## src/rtl/usart_spi_pkg.sv

```systemverilog
// Package: shared types for the serial-port master shift engine.
// Assumes the control byte layout used by all serial-port modes.
package usart_spi_pkg;

    // Operating mode carried in control bits [7:6]
    typedef enum logic [1:0] {
        MODE_ASYNC = 2'b00,
        MODE_SYNC  = 2'b01,
        MODE_RSVD  = 2'b10,
        MODE_SPIM  = 2'b11
    } port_mode_e;

    // Timing settings relevant to the master shift mode
    typedef struct packed {
        logic lsb_first;
        logic cpha;
        logic cpol;
    } shift_cfg_t;

endpackage

```

## src/rtl/spi_ctrl_decode.sv

```systemverilog
// Module: spi_ctrl_decode
// Reads the shared control byte and extracts the master-shift view of it.
// Reserved frame fields (parity, stop bits) are masked before any use, so
// they cannot reach the datapath. Purely combinational.
module spi_ctrl_decode
    import usart_spi_pkg::*;
#(
    parameter int CTRL_W   = 8,
    parameter int MODE_LSB = 6,
    parameter int ORD_BIT  = 2,
    parameter int PHA_BIT  = 1,
    parameter int POL_BIT  = 0
) (
    input  logic [CTRL_W-1:0] ctrl,
    output logic              active,
    output shift_cfg_t        cfg
);
    localparam logic [CTRL_W-1:0] KEEP_MASK =
        (CTRL_W'(3) << MODE_LSB) | (CTRL_W'(1) << ORD_BIT) |
        (CTRL_W'(1) << PHA_BIT)  | (CTRL_W'(1) << POL_BIT);

    logic [CTRL_W-1:0] spi_view;
    port_mode_e        mode;

    // Drop reserved fields and decode mode and timing bits
    always_comb begin
        spi_view      = ctrl & KEEP_MASK;
        mode          = port_mode_e'(spi_view[MODE_LSB +: 2]);
        active        = (mode == MODE_SPIM);
        cfg.lsb_first = spi_view[ORD_BIT];
        cfg.cpha      = spi_view[PHA_BIT];
        cfg.cpol      = spi_view[POL_BIT];
    end
endmodule

```

## src/rtl/spi_edge_seq.sv

```systemverilog
// Module: spi_edge_seq
// Counts shift-clock edges, drives the shift clock and tells the shifter
// when to sample and when to launch the next bit. One edge per half_tick
// while busy. Assumes load is only asserted while idle.
module spi_edge_seq #(
    parameter int WORD_W = 8
) (
    input  logic clk,
    input  logic rst_n,
    input  logic load,
    input  logic half_tick,
    input  logic idle_pol,
    input  logic cpha,
    output logic sclk,
    output logic busy,
    output logic sample,
    output logic launch,
    output logic fin
);
    localparam int EDGES = 2 * WORD_W;
    localparam int CW    = $clog2(EDGES + 1);

    logic [CW-1:0] edge_cnt;
    logic [CW-1:0] nxt;
    logic          step;
    logic          samp_edge;
    logic          last;

    // Classify the edge that the coming tick will produce
    always_comb begin
        nxt       = edge_cnt + CW'(1);
        step      = busy && half_tick;
        samp_edge = nxt[0] ^ cpha;
        sample    = step && samp_edge;
        launch    = step && !samp_edge &&
                    (nxt != CW'(1)) && (nxt != CW'(EDGES));
        last      = step && (nxt == CW'(EDGES));
    end

    // Edge counter, shift clock and busy state
    always_ff @(posedge clk) begin
        if (!rst_n) begin
            busy     <= 1'b0;
            edge_cnt <= '0;
            sclk     <= 1'b0;
            fin      <= 1'b0;
        end else begin
            fin <= last;
            if (!busy) begin
                sclk     <= idle_pol;
                edge_cnt <= '0;
                if (load) busy <= 1'b1;
            end else if (half_tick) begin
                sclk     <= ~sclk;
                edge_cnt <= nxt;
                if (last) busy <= 1'b0;
            end
        end
    end


    sclk_hold_chk: assert property (@(posedge clk) disable iff (!rst_n)
        (busy && !half_tick) |=> $stable(sclk));


    busy_keep_chk: assert property (@(posedge clk) disable iff (!rst_n)
        (busy && !half_tick) |=> busy);
endmodule

```

## src/rtl/spi_shifter.sv

```systemverilog
// Module: spi_shifter
// Holds the outgoing and incoming shift registers. The outgoing word is
// reordered at load so the shifter always emits from its top bit; the
// incoming word is reordered once at the end. Assumes sample and launch
// are never high together.
module spi_shifter #(
    parameter int WORD_W = 8
) (
    input  logic              clk,
    input  logic              rst_n,
    input  logic              load,
    input  logic [WORD_W-1:0] tx_data,
    input  logic              lsb_now,
    input  logic              lsb_held,
    input  logic              sample,
    input  logic              launch,
    input  logic              fin,
    input  logic              miso,
    output logic              mosi,
    output logic [WORD_W-1:0] rx_data,
    output logic              done
);
    logic [WORD_W-1:0] tx_sr;
    logic [WORD_W-1:0] rx_sr;
    logic [WORD_W-1:0] tx_ord;

    function automatic logic [WORD_W-1:0] flip(input logic [WORD_W-1:0] v);
        for (int i = 0; i < WORD_W; i++) flip[i] = v[WORD_W-1-i];
    endfunction

    // Put the first bit to be sent at the top
    always_comb tx_ord = lsb_now ? flip(tx_data) : tx_data;

    // Outgoing shift path
    always_ff @(posedge clk) begin
        if (!rst_n) begin
            tx_sr <= '0;
            mosi  <= 1'b0;
        end else if (load) begin
            mosi  <= tx_ord[WORD_W-1];
            tx_sr <= tx_ord << 1;
        end else if (launch) begin
            mosi  <= tx_sr[WORD_W-1];
            tx_sr <= tx_sr << 1;
        end
    end

    // Incoming shift path
    always_ff @(posedge clk) begin
        if (!rst_n)      rx_sr <= '0;
        else if (sample) rx_sr <= {rx_sr[WORD_W-2:0], miso};
    end

    // Publish the received word with a one-cycle pulse
    always_ff @(posedge clk) begin
        if (!rst_n) begin
            rx_data <= '0;
            done    <= 1'b0;
        end else begin
            done <= fin;
            if (fin) rx_data <= lsb_held ? flip(rx_sr) : rx_sr;
        end
    end


    mosi_stable_chk: assert property (@(posedge clk) disable iff (!rst_n)
        (!load && !launch) |=> $stable(mosi));


    done_pulse_chk: assert property (@(posedge clk) disable iff (!rst_n)
        done |=> !done);


    rx_hold_chk: assert property (@(posedge clk) disable iff (!rst_n)
        !fin |=> $stable(rx_data));
endmodule

```

## src/rtl/usart_spi_master.sv

```systemverilog
// Module: usart_spi_master (top)
// Serial port operated as a master shift engine. Decodes the shared control
// byte, accepts a start while idle, latches order and phase, and wires the
// edge sequencer to the shifter. Assumes half_tick comes from an external
// divider and is at most one pulse per clock.
module usart_spi_master
    import usart_spi_pkg::*;
#(
    parameter int WORD_W = 8,
    parameter int CTRL_W = 8
) (
    input  logic              clk,
    input  logic              rst_n,
    input  logic [CTRL_W-1:0] ctrl_reg,
    input  logic              half_tick,
    input  logic              start,
    input  logic [WORD_W-1:0] tx_data,
    input  logic              miso,
    output logic              sclk,
    output logic              mosi,
    output logic              busy,
    output logic [WORD_W-1:0] rx_data,
    output logic              done
);
    logic       active;
    shift_cfg_t cfg_now;
    logic       load;
    logic       cpha_q;
    logic       lsb_q;
    logic       sample;
    logic       launch;
    logic       fin;

    spi_ctrl_decode #(.CTRL_W(CTRL_W)) dec_i (
        .ctrl   (ctrl_reg),
        .active (active),
        .cfg    (cfg_now)
    );

    // Accept a start only while idle and in master shift mode
    always_comb load = start && active && !busy;

    // Latch per-transfer order and phase at acceptance
    always_ff @(posedge clk) begin
        if (!rst_n) begin
            cpha_q <= 1'b0;
            lsb_q  <= 1'b0;
        end else if (load) begin
            cpha_q <= cfg_now.cpha;
            lsb_q  <= cfg_now.lsb_first;
        end
    end

    spi_edge_seq #(.WORD_W(WORD_W)) seq_i (
        .clk       (clk),
        .rst_n     (rst_n),
        .load      (load),
        .half_tick (half_tick),
        .idle_pol  (cfg_now.cpol),
        .cpha      (cpha_q),
        .sclk      (sclk),
        .busy      (busy),
        .sample    (sample),
        .launch    (launch),
        .fin       (fin)
    );

    spi_shifter #(.WORD_W(WORD_W)) shf_i (
        .clk      (clk),
        .rst_n    (rst_n),
        .load     (load),
        .tx_data  (tx_data),
        .lsb_now  (cfg_now.lsb_first),
        .lsb_held (lsb_q),
        .sample   (sample),
        .launch   (launch),
        .fin      (fin),
        .miso     (miso),
        .mosi     (mosi),
        .rx_data  (rx_data),
        .done     (done)
    );


    start_accept_chk: assert property (@(posedge clk) disable iff (!rst_n)
        (start && active && !busy) |=> busy);


    mode_gate_chk: assert property (@(posedge clk) disable iff (!rst_n)
        (!busy && !active) |=> !busy);
endmodule

```

## config.mk

```make
export PLATFORM = sky130hd
export DESIGN_NAME = usart_spi_master
export DESIGN_NICKNAME = d
export VERILOG_FILES = /design/src/rtl/usart_spi_pkg.sv /design/src/rtl/spi_ctrl_decode.sv /design/src/rtl/spi_edge_seq.sv /design/src/rtl/spi_shifter.sv /design/src/rtl/usart_spi_master.sv
export SDC_FILE = /design/constraint.sdc
export NUM_CORES = 1
export LEC_CHECK = 0
export BUFFER_PORTS_ARGS = -buffer_cell sky130_fd_sc_hd__buf_2
export CORE_ASPECT_RATIO = 2
export CORE_MARGIN = 2
export CORE_UTILIZATION = 25
export CTS_BUF_LIST = sky130_fd_sc_hd__clkbuf_8 sky130_fd_sc_hd__clkbuf_16
export DETAILED_ROUTE_END_ITERATION = 8
export GPL_TIMING_DRIVEN = 1
export PLACE_DENSITY_LB_ADDON = 0.15
export SETUP_SLACK_MARGIN = 0.2
export SYNTH_ARGS = -nofsm -noshare
export SYNTH_HDL_FRONTEND = slang
export SYNTH_SLANG_ARGS = --single-unit
```

## constraint.sdc

```tcl
create_clock -name clk -period 3.1 [get_ports clk]
set_clock_uncertainty 0.05 [all_clocks]
set_input_delay 0.465 -clock clk [delete_from_list [all_inputs] [get_ports clk]]
set_output_delay 0.465 -clock clk [all_outputs]
set_load 0.01 [all_outputs]
```

==> impl_metrics.env <==
export IMPL_num_rows=42
export IMPL_postCtsSetupBuffers=0
export IMPL_start_util=0.2550
export IMPL_comb_power_share=0.060
export IMPL_swShare=0.2126
export IMPL_post_drt_wl_per_cell_um=11.83
export IMPL_cpMaxStageDelayCell="dfxtp_1"
export IMPL_nNetsFinal=219
export IMPL_path_class="flop to flop"
export IMPL_powerDensity_nw_per_um2=501.0
export IMPL_crit_path_start_kind="flop"
export IMPL_crit_fanout=7
export IMPL_first_pass_iters=4
export IMPL_overflow=0
export IMPL_fin_util=0.3080
export IMPL_synth_warnings=0
export IMPL_syn2layout_area_growth_pct=20.76
export IMPL_rsz0062_at_grt="no"
export IMPL_grt_pass1_vias=1235
export IMPL_htreeDepth=2
export IMPL_fin_crit_sh=0.7095
export IMPL_layout_min_cycle_time_ns=2.199
export IMPL_io_buffers=29
export IMPL_ios=33
export IMPL_clockBufferDepth=2
export IMPL_min_path_type="input port to flop"
export IMPL_cap_violations=0
export IMPL_diodes=0
export IMPL_viasPerCell=4.385
export IMPL_ant_nets=0
export IMPL_die_area_um2=7412
export IMPL_fp_dieW_um=61.89
export IMPL_cp_data_required_time_ns=3.25
export IMPL_dpl_hpwl_um=2452
export IMPL_drt_wl_total_um=3349
export IMPL_setup_violations=0
export IMPL_setup_tns_final_ns=0
export IMPL_n_fill_cell=712
export IMPL_critPathArrivalTime_ns=2.35
export IMPL_max_stage_delay_ns=0.48
export IMPL_routabilityCongestion=0.6424
export IMPL_ir_drop_uv=200.6
export IMPL_layout_drive_gt1_share=0.2154
export IMPL_coreArea_um2=6569
export IMPL_cts_resized=0
export IMPL_grt_max_degree=36
export IMPL_synth_area_um2=1675
export IMPL_cts_clk_slew_worst_paths_ns=0.05
export IMPL_status="finished clean"
export IMPL_clock_sinks=35
export IMPL_cts_root_buf="clkbuf_16"
export IMPL_grtUsageTotal=0.1033
export IMPL_leakage_uw=0.0008538
export IMPL_crit_path_frequent_cell="mux2i_1"
export IMPL_die_h_um=119.8
export IMPL_relSlewSlack=0.6058
export IMPL_p_sw_uw=215.5
export IMPL_internal_power_uw=798.2
export IMPL_tightestPinTransition_ns=0.5914
export IMPL_hold_ws_ns=0.3669
export IMPL_ys_types=30
export IMPL_vias=1241
export IMPL_cts_buffers=5
export IMPL_synth_cells=170
export IMPL_drc=0
export IMPL_syn_num_nets=194
export IMPL_grt_pass1_wl_um=5727
export IMPL_seq_area_frac_synth=0.4182
export IMPL_grt_antenna_before_repair=0
export IMPL_cts_tree="built"
export IMPL_slew_violations=0
export IMPL_clock_power_share=0.484
export IMPL_synth_top_cell_area_share=0.4182
export IMPL_final_hold_violation_count=0
export IMPL_netlist_top_cells_area="dfxtp_1, mux2i_1, nand2_1"
export IMPL_cp_cell_sequence="ha_1, nand3_2, xnor2_2, mux2i_1, o2111ai_2, and2_1, mux2i_1"
export IMPL_ys_seq_elements=35
export IMPL_p_seq_frac=0.456
export IMPL_drt_iter0_drc=38
export IMPL_max_freq_mhz=454.7
export IMPL_yosysTopAreaCell="dfxtp_1"
export IMPL_syn_area_per_cell_um2=9.855
export IMPL_fin_ws_ns=0.9007
export IMPL_hold_buffers=0
export IMPL_worstSkewPairLatency_ns=0.27
export IMPL_end_kind="flop"
export IMPL_place_ws_ns=0.8641
==> per-layer routing <==
layer	wire length, µm	up-vias	GRT usage
li1	-	640	-
met1	1342	564	0.1151
met2	1803	30	0.1763
met3	126	7	0.02586
met4	76	0	0.04388
met5	0	-	0
==> power groups by stage <==
stage	sequential, µW	clock, µW	combinational, µW
finish	463	490	60.7
global route	463	524	68.0
CTS	463	513	62.4
detailed placement	473	0	62.2
global placement	473	0	62.2
floorplan	471	0	43.1
==> cell usage after synthesis, drive strengths merged <==
library cell and number:
nor3 1, o211a 9, clkbuf 8, nand3 1
mux2i 31, buf 3, a21oi 3, inv 2
ha 3, o211ai 5, mux2 2, nand4b 2
and4b 1, and2 2, nand4 2, nor2 8
nor2b 10, a21boi 2, a31oi 2, xnor2 3
nand2 27, o21ai 2, xor2 5, o2111ai 1
dfxtp 35
==> cell usage in the layout, fill, tap and decap left out, drive strengths merged <==
| cell type | instances |
|---|---|
| and2 | 2 |
| clkbuf | 6 |
| nor3 | 1 |
| o2111ai | 1 |
| xor2 | 5 |
| clkinv | 1 |
| inv | 2 |
| ha | 3 |
| nand4b | 2 |
| xnor2 | 3 |
| a31oi | 2 |
| a21oi | 3 |
| o21ai | 2 |
| a21boi | 2 |
| mux2i | 31 |
| buf | 29 |
| nor2b | 10 |
| nand3 | 1 |
| o211ai | 5 |
| and4b | 1 |
| nand4 | 2 |
| nand2 | 27 |
| mux2 | 2 |
| dfxtp | 35 |
| o211a | 9 |
| nor2 | 8 |
==> critical path, delay by kind of cell, from the launching register on <==
| kind | cells | cell delay [ns] |
|---|---|---|
| DFF | 1 | 0.48 |
| and+or+nand+nor | 2 | 0.48 |
| muxes | 2 | 0.35 |
| adders and majority gates | 1 | 0.31 |
| AOI/OAI and AO/OA | 1 | 0.29 |
| xor gates and xnor gates | 1 | 0.16 |
==> layout make-up <==
class	instances	area (µm²)	area share
clock buffer	6	138.9	0.06865
clock inverter	1	5.005	0.002474
inverter	2	7.507	0.003711
multi-input combinational	122	915.9	0.4527
sequential	35	700.7	0.3463
tap	88	110.1	0.05442
timing repair buffer	29	145.1	0.07174
==> state kept, by name (all words and copies together), names as in the netlist <==
register	cells
seq_i.busy	1
shf_i.done	1
seq_i.edge_cnt	5
shf_i.rx_data	8
seq_i.sclk	1
lsb_q	1
shf_i.tx_sr	7
shf_i.mosi	1
shf_i.rx_sr	8
cpha_q	1
seq_i.fin	1
==> metrics by stage <==
step / power [µW] / instances / area, µm²
after CTS: 1038 / 283 / 2023
final: 1014 / 283 / 2023
after global placement: 534.7 / 276 / 1879
after detailed placement: 534.9 / 276 / 1879
after floorplan: 513.7 / 170 / 1675
after global routing: 1056 / 283 / 2023
==> kinds of logic after synthesis <==
logic type,Yosys count,synth area share
buffers and inverters,13,0.03510
xor gates and xnor gates,8,0.04631
DFF,35,0.4182
AOI/OAI and AO/OA,24,0.1202
muxes,33,0.1987
adders and majority gates,3,0.02241
and+or+nand+nor,54,0.1591
==> final timing paths <==
path	slack (ns)	end	cells after the start	from
worst max-delay path	0.90	shf_i.tx_sr[3]	7	seq_i.edge_cnt[0]
worst min-delay path	0.37	seq_i.sclk	2	ctrl_reg[0]
worst min register to register	0.41	shf_i.tx_sr[3]	2	shf_i.tx_sr[3]
worst max register to register	0.90	shf_i.tx_sr[3]	7	seq_i.edge_cnt[0]
Power figures use the tool's default switching activity.
